<file path="config.mk">
export PLATFORM = sky130hd
export DESIGN_NAME = gpr_file
export DESIGN_NICKNAME = d
export VERILOG_FILES = /design/src/rtl/gpr_pkg.sv /design/src/rtl/gpr_addr_decode.sv /design/src/rtl/gpr_ptr_step.sv /design/src/rtl/gpr_array.sv /design/src/rtl/gpr_file.sv
export SDC_FILE = /design/constraint.sdc
export NUM_CORES = 2
export LEC_CHECK = 0
export BUFFER_PORTS_ARGS = -buffer_cell sky130_fd_sc_hd__buf_2
export CORE_ASPECT_RATIO = 0.9
export CORE_UTILIZATION = 63
export CTS_BUF_LIST = sky130_fd_sc_hd__clkbuf_16
export CTS_CLUSTER_SIZE = 40
export DETAILED_ROUTE_END_ITERATION = 16
export GPL_ROUTABILITY_DRIVEN = 1
export PLACE_DENSITY = 0.8
export SETUP_SLACK_MARGIN = 0.1
export SYNTH_ARGS = -nofsm -noshare
export SYNTH_HDL_FRONTEND = slang
export SYNTH_SLANG_ARGS = --single-unit
export TNS_END_PERCENT = 100
</file>
<file path="constraint.sdc">
create_clock -name clk -period 3.5 [get_ports clk]
set_clock_uncertainty 0.1 [all_clocks]
set_input_delay 0.525 -clock clk [delete_from_list [all_inputs] [get_ports clk]]
set_output_delay 0.525 -clock clk [all_outputs]
set_load 0.01 [all_outputs]
</file>
<file path="src/rtl/gpr_pkg.sv">
package gpr_pkg;
  localparam int GPR_DW         = 8;
  localparam int GPR_NREG       = 32;
  localparam int GPR_AW         = 8;
  localparam int GPR_IO_BASE    = 32;
  localparam int GPR_IO_DEPTH   = 64;
  localparam int GPR_SRAM_BASE  = 96;
  localparam int GPR_SRAM_DEPTH = 128;

  typedef enum logic [1:0] {
    RG_REG  = 2'd0,
    RG_IO   = 2'd1,
    RG_SRAM = 2'd2,
    RG_NONE = 2'd3
  } region_e;

  typedef enum logic [1:0] {
    PS_X    = 2'd0,
    PS_Y    = 2'd1,
    PS_Z    = 2'd2,
    PS_NONE = 2'd3
  } ptr_sel_e;
endpackage

</file>
<file path="src/rtl/gpr_addr_decode.sv">
module gpr_addr_decode
  import gpr_pkg::*;
#(
  parameter int AW         = GPR_AW,
  parameter int NREG       = GPR_NREG,
  parameter int IO_BASE    = GPR_IO_BASE,
  parameter int IO_DEPTH   = GPR_IO_DEPTH,
  parameter int SRAM_BASE  = GPR_SRAM_BASE,
  parameter int SRAM_DEPTH = GPR_SRAM_DEPTH
) (
  input  logic [AW-1:0]                 addr,
  output region_e                       region,
  output logic [$clog2(NREG)-1:0]       reg_idx,
  output logic [$clog2(IO_DEPTH)-1:0]   io_off,
  output logic [$clog2(SRAM_DEPTH)-1:0] sram_off
);
  localparam int RW       = $clog2(NREG);
  localparam int IOW      = $clog2(IO_DEPTH);
  localparam int SW       = $clog2(SRAM_DEPTH);
  localparam int IO_END   = IO_BASE + IO_DEPTH;
  localparam int SRAM_END = SRAM_BASE + SRAM_DEPTH;

  logic [AW-1:0] io_rel, sram_rel;

  assign io_rel   = addr - AW'(IO_BASE);
  assign sram_rel = addr - AW'(SRAM_BASE);
  assign reg_idx  = addr[RW-1:0];
  assign io_off   = io_rel[IOW-1:0];
  assign sram_off = sram_rel[SW-1:0];

  always_comb begin
    if (int'(addr) < NREG)          region = RG_REG;
    else if (int'(addr) < IO_END)   region = RG_IO;
    else if (int'(addr) < SRAM_END) region = RG_SRAM;
    else                            region = RG_NONE;
  end
endmodule

</file>
<file path="src/rtl/gpr_ptr_step.sv">
module gpr_ptr_step #(
  parameter int PW = 16
) (
  input  logic [PW-1:0] cur,
  input  logic          dec,
  output logic [PW-1:0] nxt,
  output logic [PW-1:0] eaddr
);
  logic [PW-1:0] minus_one, plus_one;

  assign minus_one = cur - PW'(1);
  assign plus_one  = cur + PW'(1);
  assign nxt       = dec ? minus_one : plus_one;
  assign eaddr     = dec ? minus_one : cur;
endmodule

</file>
<file path="src/rtl/gpr_array.sv">
module gpr_array #(
  parameter int DW   = 8,
  parameter int NREG = 32,
  parameter int NPTR = 3
) (
  input  logic                      clk,
  input  logic                      rst_n,
  input  logic [$clog2(NREG)-1:0]   rd_a_sel,
  output logic [DW-1:0]             rd_a_data,
  input  logic [$clog2(NREG)-1:0]   rd_b_sel,
  output logic [DW-1:0]             rd_b_data,
  input  logic [$clog2(NREG)-1:0]   rd_c_sel,
  output logic [DW-1:0]             rd_c_data,
  input  logic                      alu_we,
  input  logic [$clog2(NREG)-1:0]   alu_sel,
  input  logic [DW-1:0]             alu_data,
  input  logic                      ptr_we,
  input  logic [$clog2(NREG)-1:0]   ptr_lo_idx,
  input  logic [2*DW-1:0]           ptr_data,
  input  logic                      ds_we,
  input  logic [$clog2(NREG)-1:0]   ds_sel,
  input  logic [DW-1:0]             ds_data,
  output logic [2*DW-1:0]           ptr_val [NPTR]
);
  localparam int RW       = $clog2(NREG);
  localparam int PTR_BASE = NREG - 2 * NPTR;

  logic [DW-1:0] regs [NREG];
  logic [RW-1:0] ptr_hi_idx;

  assign ptr_hi_idx = ptr_lo_idx + RW'(1);
  assign rd_a_data  = regs[rd_a_sel];
  assign rd_b_data  = regs[rd_b_sel];
  assign rd_c_data  = regs[rd_c_sel];

  for (genvar g = 0; g < NREG; g++) begin : g_reg
    always_ff @(posedge clk) begin
      if (alu_we && alu_sel == RW'(g))
        regs[g] <= alu_data;
      else if (ptr_we && ptr_lo_idx == RW'(g))
        regs[g] <= ptr_data[DW-1:0];
      else if (ptr_we && ptr_hi_idx == RW'(g))
        regs[g] <= ptr_data[2*DW-1:DW];
      else if (ds_we && ds_sel == RW'(g))
        regs[g] <= ds_data;
    end
  end

  for (genvar p = 0; p < NPTR; p++) begin : g_ptr
    assign ptr_val[p] = {regs[PTR_BASE + 2*p + 1], regs[PTR_BASE + 2*p]};
  end

  // an ALU write is stored at the edge
  p_alu_commit_r1: assert property (@(posedge clk) disable iff (!rst_n)
    alu_we |=> regs[$past(alu_sel)] == $past(alu_data));

  // on a same-register collision the ALU value is the one kept
  p_alu_wins_r7: assert property (@(posedge clk) disable iff (!rst_n)
    (alu_we && ds_we && alu_sel == ds_sel) |=> regs[$past(ds_sel)] == $past(alu_data));

  // an uncontested data-space write lands in its register
  p_ds_commit_r3: assert property (@(posedge clk) disable iff (!rst_n)
    (ds_we && !(alu_we && alu_sel == ds_sel) &&
     !(ptr_we && (ds_sel == ptr_lo_idx || ds_sel == ptr_hi_idx)))
    |=> regs[$past(ds_sel)] == $past(ds_data));
endmodule

</file>
<file path="src/rtl/gpr_file.sv">
module gpr_file
  import gpr_pkg::*;
#(
  parameter int DW         = GPR_DW,
  parameter int NREG       = GPR_NREG,
  parameter int AW         = GPR_AW,
  parameter int IO_BASE    = GPR_IO_BASE,
  parameter int IO_DEPTH   = GPR_IO_DEPTH,
  parameter int SRAM_BASE  = GPR_SRAM_BASE,
  parameter int SRAM_DEPTH = GPR_SRAM_DEPTH
) (
  input  logic                        clk,
  input  logic                        rst_n,
  input  logic [$clog2(NREG)-1:0]     rd_a_sel,
  output logic [DW-1:0]               rd_a_data,
  input  logic [$clog2(NREG)-1:0]     rd_b_sel,
  output logic [DW-1:0]               rd_b_data,
  input  logic                        alu_we,
  input  logic [$clog2(NREG)-1:0]     alu_wsel,
  input  logic [DW-1:0]               alu_wdata,
  input  logic [AW-1:0]               ds_addr,
  input  logic                        ds_we,
  input  logic                        ds_re,
  input  logic [DW-1:0]               ds_wdata,
  output logic [DW-1:0]               ds_rdata,
  output logic [$clog2(IO_DEPTH)-1:0] io_addr,
  output logic                        io_we,
  output logic                        io_re,
  output logic [DW-1:0]               io_wdata,
  input  logic [DW-1:0]               io_rdata,
  input  logic                        ptr_en,
  input  logic [1:0]                  ptr_sel,
  input  logic                        ptr_dec,
  output logic [2*DW-1:0]             ptr_addr,
  output logic [2*DW-1:0]             x_ptr,
  output logic [2*DW-1:0]             y_ptr,
  output logic [2*DW-1:0]             z_ptr
);
  localparam int RW       = $clog2(NREG);
  localparam int SW       = $clog2(SRAM_DEPTH);
  localparam int PW       = 2 * DW;
  localparam int NPTR     = 3;
  localparam int PTR_BASE = NREG - 2 * NPTR;

  region_e       region;
  logic [RW-1:0] ds_reg_idx;
  logic [SW-1:0] sram_off;
  logic [DW-1:0] reg_rdata;
  logic [DW-1:0] sram [SRAM_DEPTH];
  logic [PW-1:0] ptr_val [NPTR];
  logic [PW-1:0] ptr_cur, ptr_nxt, ptr_ea;
  logic          ptr_go;
  logic [RW-1:0] ptr_lo_idx;

  gpr_addr_decode #(
    .AW(AW), .NREG(NREG), .IO_BASE(IO_BASE), .IO_DEPTH(IO_DEPTH),
    .SRAM_BASE(SRAM_BASE), .SRAM_DEPTH(SRAM_DEPTH)
  ) u_dec (
    .addr(ds_addr), .region(region), .reg_idx(ds_reg_idx),
    .io_off(io_addr), .sram_off(sram_off)
  );

  // pointer selection and step
  assign ptr_go     = ptr_en && (ptr_sel != PS_NONE);
  assign ptr_lo_idx = RW'(PTR_BASE) + RW'({ptr_sel, 1'b0});

  always_comb begin
    case (ptr_sel)
      PS_X:    ptr_cur = ptr_val[0];
      PS_Y:    ptr_cur = ptr_val[1];
      PS_Z:    ptr_cur = ptr_val[2];
      default: ptr_cur = '0;
    endcase
  end

  gpr_ptr_step #(.PW(PW)) u_step (
    .cur(ptr_cur), .dec(ptr_dec), .nxt(ptr_nxt), .eaddr(ptr_ea)
  );

  assign ptr_addr = ptr_go ? ptr_ea : '0;

  gpr_array #(.DW(DW), .NREG(NREG), .NPTR(NPTR)) u_arr (
    .clk(clk), .rst_n(rst_n),
    .rd_a_sel(rd_a_sel), .rd_a_data(rd_a_data),
    .rd_b_sel(rd_b_sel), .rd_b_data(rd_b_data),
    .rd_c_sel(ds_reg_idx), .rd_c_data(reg_rdata),
    .alu_we(alu_we), .alu_sel(alu_wsel), .alu_data(alu_wdata),
    .ptr_we(ptr_go), .ptr_lo_idx(ptr_lo_idx), .ptr_data(ptr_nxt),
    .ds_we(ds_we && region == RG_REG), .ds_sel(ds_reg_idx), .ds_data(ds_wdata),
    .ptr_val(ptr_val)
  );

  assign x_ptr = ptr_val[0];
  assign y_ptr = ptr_val[1];
  assign z_ptr = ptr_val[2];

  // internal SRAM
  always_ff @(posedge clk) begin
    if (ds_we && region == RG_SRAM)
      sram[sram_off] <= ds_wdata;
  end

  // I/O window
  assign io_we    = ds_we && region == RG_IO;
  assign io_re    = ds_re && region == RG_IO;
  assign io_wdata = ds_wdata;

  always_comb begin
    case (region)
      RG_REG:  ds_rdata = reg_rdata;
      RG_IO:   ds_rdata = io_rdata;
      RG_SRAM: ds_rdata = sram[sram_off];
      default: ds_rdata = '0;
    endcase
  end

  // I/O strobes only for addresses inside the window
  p_io_strobe_r4: assert property (@(posedge clk) disable iff (!rst_n)
    (io_we || io_re) |-> (int'(ds_addr) >= IO_BASE && int'(ds_addr) < IO_BASE + IO_DEPTH));

  // the unmapped tail is silent
  p_unmapped_quiet_r6: assert property (@(posedge clk) disable iff (!rst_n)
    (int'(ds_addr) >= SRAM_BASE + SRAM_DEPTH) |-> (ds_rdata == '0 && !io_we && !io_re));

  // an uncontested step moves the chosen pointer by exactly one
  p_ptr_step_r9: assert property (@(posedge clk) disable iff (!rst_n)
    (ptr_go && !alu_we) |=>
      ptr_val[$past(ptr_sel)] == ($past(ptr_dec) ? $past(ptr_cur) - PW'(1)
                                                 : $past(ptr_cur) + PW'(1)));
endmodule

</file>
* Word-level counts from Yosys, hierarchy flattened
Memory sizes are Yosys's and may differ from the RTL's.
Cells that the tools add are included.
** Storage, ports and cells
- Flip-flop bits (word level) :: 0
- Memory bits (writable) :: 1280
- Memories :: 2
** Memory list
- sram :: depth 128, width 8, rd ports 1, clocked after Yosys merged registers in 0, wr ports 1, line gpr_file.sv:49 : logic [DW-1:0] sram [SRAM_DEPTH];
- u_arr.regs :: depth 32, width 8, rd ports 9, clocked after Yosys merged registers in 0, wr ports 32, line gpr_array.sv:28 : logic [DW-1:0] regs [NREG];
** Cells by class
- Multiplexer cells :: 554
- Bitwise gates (word level) :: 96
- Reduce and logical (&&, ||, !) cells :: 139
- Add/subtract/negate cells :: 6
- Eq/ne operators :: 129
- $lt $le $gt $ge :: 3
** Operators by type and width (count)
- $mux W8 :: 96
- $mux W1 :: 451
- $eq A5 B5 Y1 const B :: 64
- $eq A5 B4 Y1 const B :: 32
- $logic_and A1 B1 Y1 :: 133
- $or A1 B1 Y1 :: 96
- $eq A5 B3 Y1 const B :: 16
- $mux W16 :: 3
- $pmux W16 S3 :: 1
- $eq A5 B2 Y1 const B :: 8
- $pmux W8 S3 :: 1
- $eq A5 B1 Y1 const B :: 4
- $logic_not A5 Y1 :: 4
- $add A16 B1 Y16 const B :: 1
- $sub A16 B1 Y16 const B :: 1
- $lt A8 B6 Y1 const B :: 1
- $lt A8 B7 Y1 const B :: 1
- $lt A8 B8 Y1 const B :: 1
- $sub A7 B7 Y7 const B :: 1
- $sub A6 B6 Y6 const B :: 1
- $add A4 B4 Y5 const A :: 1
- $add A5 B1 Y5 const B :: 1
- $eq A2 B1 Y1 const B :: 2
- $eq A2 B2 Y1 const B :: 2
- 3 further kinds :: 5

* Depth between registers and ports, before layout
- Depth after elaboration :: 13
- Depth in mapped cells :: 13

* Hierarchy
From an unflattened synthesis, not the netlist that was laid out.
** Second synthesis, totals
- Cell total of the unflattened synthesis :: 5180
- Area total of the unflattened synthesis :: 67011.8 um^2
** Modules (own cells, without submodules)
- gpr_file :: cells an instance 2408, area each 40238.6 um^2, instances 1
- gpr_array :: cells an instance 2644, area each 25842.3 um^2, instances 1
- gpr_ptr_step :: cells an instance 107, area each 774.5 um^2, instances 1
- gpr_addr_decode :: cells an instance 21, area each 156.4 um^2, instances 1

* Worst setup path after synthesis
OpenSTA, ideal clock, no wires.
- Path type :: input to output
- From :: input port ds_addr[5]
- To :: output port ds_rdata[2]
- Slack :: 0.156 ns
- Arrival :: 2.719 ns
- Data required time :: 2.875 ns
- Stages on the path :: 9
- Path through :: clkbuf_1 -> inv_1 -> clkbuf_1 -> ha_1 -> clkbuf_1 -> nor3b_1 -> o221ai_1 -> o21ai_0 -> a221o_1
** Between the ends
- Cells in the longest elaborated chain, start to end :: 6
** Ends and longest elaborated chain
- from (decl) :: line gpr_file.sv:21 : input logic [AW-1:0] ds_addr,
- branches (longest 5 deep; another with $mem_v2 Z128 W8)
- $pmux W8 S3 * :: line gpr_file.sv:109 : case (region)
- to (decl) :: line gpr_file.sv:25 : output logic [DW-1:0] ds_rdata,
Mark *: on every way between the ends.

==> impl_metrics.toml <==
[status]
run_status = "finished with violations"
violations_in_the_final_reports = "setup timing"

[place]
post_place_setup_slack_ns = -0.7439
port-buffer-count = 158
place_hpwl_um = 127800
dp.cells = 5072
gp_congestion = 1.024

[sta]
timing.final.crit_share = 1.084
final_max_slew_viol_count = 0
finalWorstSetupSlack_ns = -0.2942
max_clock_freq_mhz = 263.6
setup_viol = 20
period_needed_ns = 3.794
grt_setup_unrepaired = "true"
final-hold-violation-count = 0
finalSetupTns_ns = -2.639
relSlewSlack = 0.2625
tightest_slew_ns = 1.102

[grt]
grt.overflow.total = 0
grt_pass1_vias = 38840
grt_max_degree = 161
first_pass_grt_wire_length_um = 278600
track_usage = 0.4152
number_of_antenna_violations_at_the_first_check_in_global_routing = 20

[finish]
fin_cells = 5369
multiInputGateArea_um2 = 20450
n_fill_cell = 5020
drive_gt1_frac = 0.4227
layout_common_cells = "1280 x sky130_fd_sc_hd__edfxtp_1, 525 x sky130_fd_sc_hd__buf_4, 432 x sky130_fd_sc_hd__mux4_2, 227 x sky130_fd_sc_hd__mux2_2, 226 x sky130_fd_sc_hd__nor2_1"
register_area_um2 = 38440
area_growth_syn_to_layout_pct = 19.27
nets = 4081
final_common_cell = "sky130_fd_sc_hd__edfxtp_1"

[logic_synthesis]
synth.avg_cell_area_um2 = 17.43
synth.net_count = 3474
synth-main-ff-cell = "sky130_fd_sc_hd__edfxtp_1"
synth-edff-count = 1280
synthArstFlopShare = 0
synth.yosys.seq_area_share = 0.6468
synth.yosys.warnings = 0
postSynthRegisterBits = 1280
netlist_instances = 3410
synthDistinctLibCells = 80
netlist_area_um2 = 59420

[route]
num_vias = 40460
routed_wire_length_per_instance_um = 37.20
detail_route.iter0.violations = 7938
postRouteAntennaNets = 0
drcViolationCount = 0
drt-vias-per-instance = 7.536
detail_route.first_pass.iterations = 6
wirelength_um = 199700

[hold_path]
timing.hold.worst.class = "in -> reg"
whs_path_depth = 1

[floorplan]
initial_core_util = 0.6383
std_cell_rows = 106
chipHeight_um = 293.4
io_pins = 160
fp.coreArea_um2 = 93100
floorplan_die_width_um = 325.7
die_area_um2 = 95560

[clocking]
cts_tree = "done"
cts.htree.levels = 4
cts_buffer_depth = 3
clk_latency_ns = 0.76
tritoncts_num_sinks = 1280
cts_made_buffers = 130
path_clk_slew_ns = 0.06
cts_hold_repair.buffers = 0
clock-root-buffer = "sky130_fd_sc_hd__clkbuf_16"

[critical_path]
crit_path_dat_ns = 3.17
cp_max_fo = 2
kind_of_capture_point_of_the_worst_setup_path = "output pin"
cell_with_the_largest_stage_delay_on_the_worst_path = "sky130_fd_sc_hd__mux4_2"
longest_individual_stage_delay_on_the_worst_path_ns = 0.53
timing.critical_path.cells = "mux4_2 -> o21ai_2 -> a21oi_2 -> o211ai_1 -> and3_4 -> nand4_1 -> buf_2"
path_class = "reg -> out"
critical_path.startpoint_type = "flip-flop"
timing.reg2reg.worst_path_depth = 12
timing.critical_path.required_ns = 2.87

[pwr]
total_leakage_power_nw = 24.06
power-per-cell-area_nw_per_um2 = 489.6
power.ir.vdd_worst_v = 0.0006156

[job]
max_cap_violations = 0
## critical path: cells and delay by family, from the launching register on
family / cells / cell delay [ns]
compound gates: 3 / 0.56
buf+inv: 1 / 0.25
flops: 1 / 0.51
mux: 1 / 0.53
simple gates: 2 / 0.55
## power by group
part | switching (mW) | internal (mW)
combinational | 2.15 | 1.48
sequential | 0.0707 | 17.0
clock | 6.07 | 7.97
total | 8.29 | 26.4
## routing by layer
layer,vias up,global-route usage,routed length (um)
met5,-,0,105
met4,18,0.2071,11920
met3,790,0.1219,32330
met2,4278,0.6166,88810
met1,20210,0.5679,66570
li1,15170,-,-
## registers in the layout, indices dropped and copies added (netlist names)
register,cells
sram,1024
u_arr.regs,256
## final timing paths
kind	startpoint	end	slack, ns
setup reg to reg	u_arr.regs[30][1]$_DFFE_PP_	u_arr.regs[31][2]$_DFFE_PP_	0.35
setup / recovery	u_arr.regs[26][3]$_DFFE_PP_	ds_rdata[3]	-0.29
hold reg to reg	u_arr.regs[29][7]$_DFFE_PP_	u_arr.regs[27][7]$_DFFE_PP_	1.18
hold / removal	ds_wdata[2]	sram[47][2]$_DFFE_PP_	0.17
## Yosys cell counts (9+ instances only)
| cell type | count | area (um2) |
|---|---|---|
| sky130_fd_sc_hd__xnor2_1 | 17 | 148.9 |
| sky130_fd_sc_hd__buf_1 | 14 | 52.55 |
| sky130_fd_sc_hd__and2_1 | 10 | 62.56 |
| sky130_fd_sc_hd__nand2b_1 | 11 | 68.82 |
| sky130_fd_sc_hd__nand2_1 | 224 | 840.8 |
| sky130_fd_sc_hd__a211oi_1 | 28 | 210.2 |
| sky130_fd_sc_hd__buf_4 | 37 | 277.8 |
| sky130_fd_sc_hd__clkbuf_1 | 132 | 495.5 |
| sky130_fd_sc_hd__nor3_1 | 18 | 90.09 |
| sky130_fd_sc_hd__mux2_2 | 244 | 2748 |
| sky130_fd_sc_hd__nor2_1 | 235 | 882.1 |
| sky130_fd_sc_hd__inv_1 | 9 | 33.78 |
| sky130_fd_sc_hd__nor2b_1 | 19 | 118.9 |
| sky130_fd_sc_hd__o21ai_0 | 88 | 440.4 |
| sky130_fd_sc_hd__a2111oi_0 | 11 | 96.34 |
| sky130_fd_sc_hd__a22oi_1 | 34 | 255.2 |
| sky130_fd_sc_hd__a21oi_1 | 52 | 260.3 |
| sky130_fd_sc_hd__nand4_1 | 9 | 56.30 |
| sky130_fd_sc_hd__o22ai_1 | 40 | 250.2 |
| sky130_fd_sc_hd__xor2_1 | 11 | 96.34 |
| sky130_fd_sc_hd__o211ai_1 | 11 | 82.58 |
| sky130_fd_sc_hd__nand3_1 | 37 | 185.2 |
| sky130_fd_sc_hd__mux2i_1 | 143 | 1431 |
| sky130_fd_sc_hd__a31oi_1 | 10 | 62.56 |
| sky130_fd_sc_hd__and3_1 | 11 | 68.82 |
| sky130_fd_sc_hd__mux4_2 | 432 | 9729 |
| sky130_fd_sc_hd__edfxtp_1 | 1280 | 38440 |
| sky130_fd_sc_hd__buf_2 | 75 | 375.4 |
| sky130_fd_sc_hd__o221ai_1 | 24 | 210.2 |
## per-stage QoR
stage / total power, mW / cell area [um2] / utilization / hold WS, ns
6_report: 34.70 / 70870 / 0.7612 / 0.1663
5_1_grt: 35.27 / 70850 / 0.7610 / 0.1757
4_1_cts: 34.44 / 70310 / 0.7552 / 0.1578
3_5_place_dp: 20.54 / 65040 / 0.6986 / 0.9443
3_3_place_gp: 20.47 / 65040 / 0.6986 / 0.9176
2_1_floorplan: 19.00 / 59420 / - / 0.5239
## kinds of logic after synthesis
| logic type | synth area share |
|---|---|
| muxes | 0.2341 |
| adders and majority gates | 0.001853 |
| xor gates and xnor gates | 0.004401 |
| DFF | 0.6468 |
| AOI/OAI and AO/OA | 0.04436 |
| and+or+nand+nor | 0.04624 |
| buffers and inverters | 0.02228 |
## area by class of cell
cell class | count | area share
antenna | 8 | 0.0002825
clock buffer | 132 | 0.04661
clock inverter | 102 | 0.01402
inverter | 11 | 0.0006355
multi-input combinational | 1854 | 0.2885
sequential | 1280 | 0.5423
tap | 1242 | 0.02193
timing repair buffer | 740 | 0.08569
## what timing repair did
action | in CTS | in global routing
gates cloned | 0 | 2
setup buffers | 39 | 20
setup endpoints to repair | 30 | 34
resized for setup | 145 | 81
pin swaps | 37 | 29
Power figures use the tool's default switching activity.
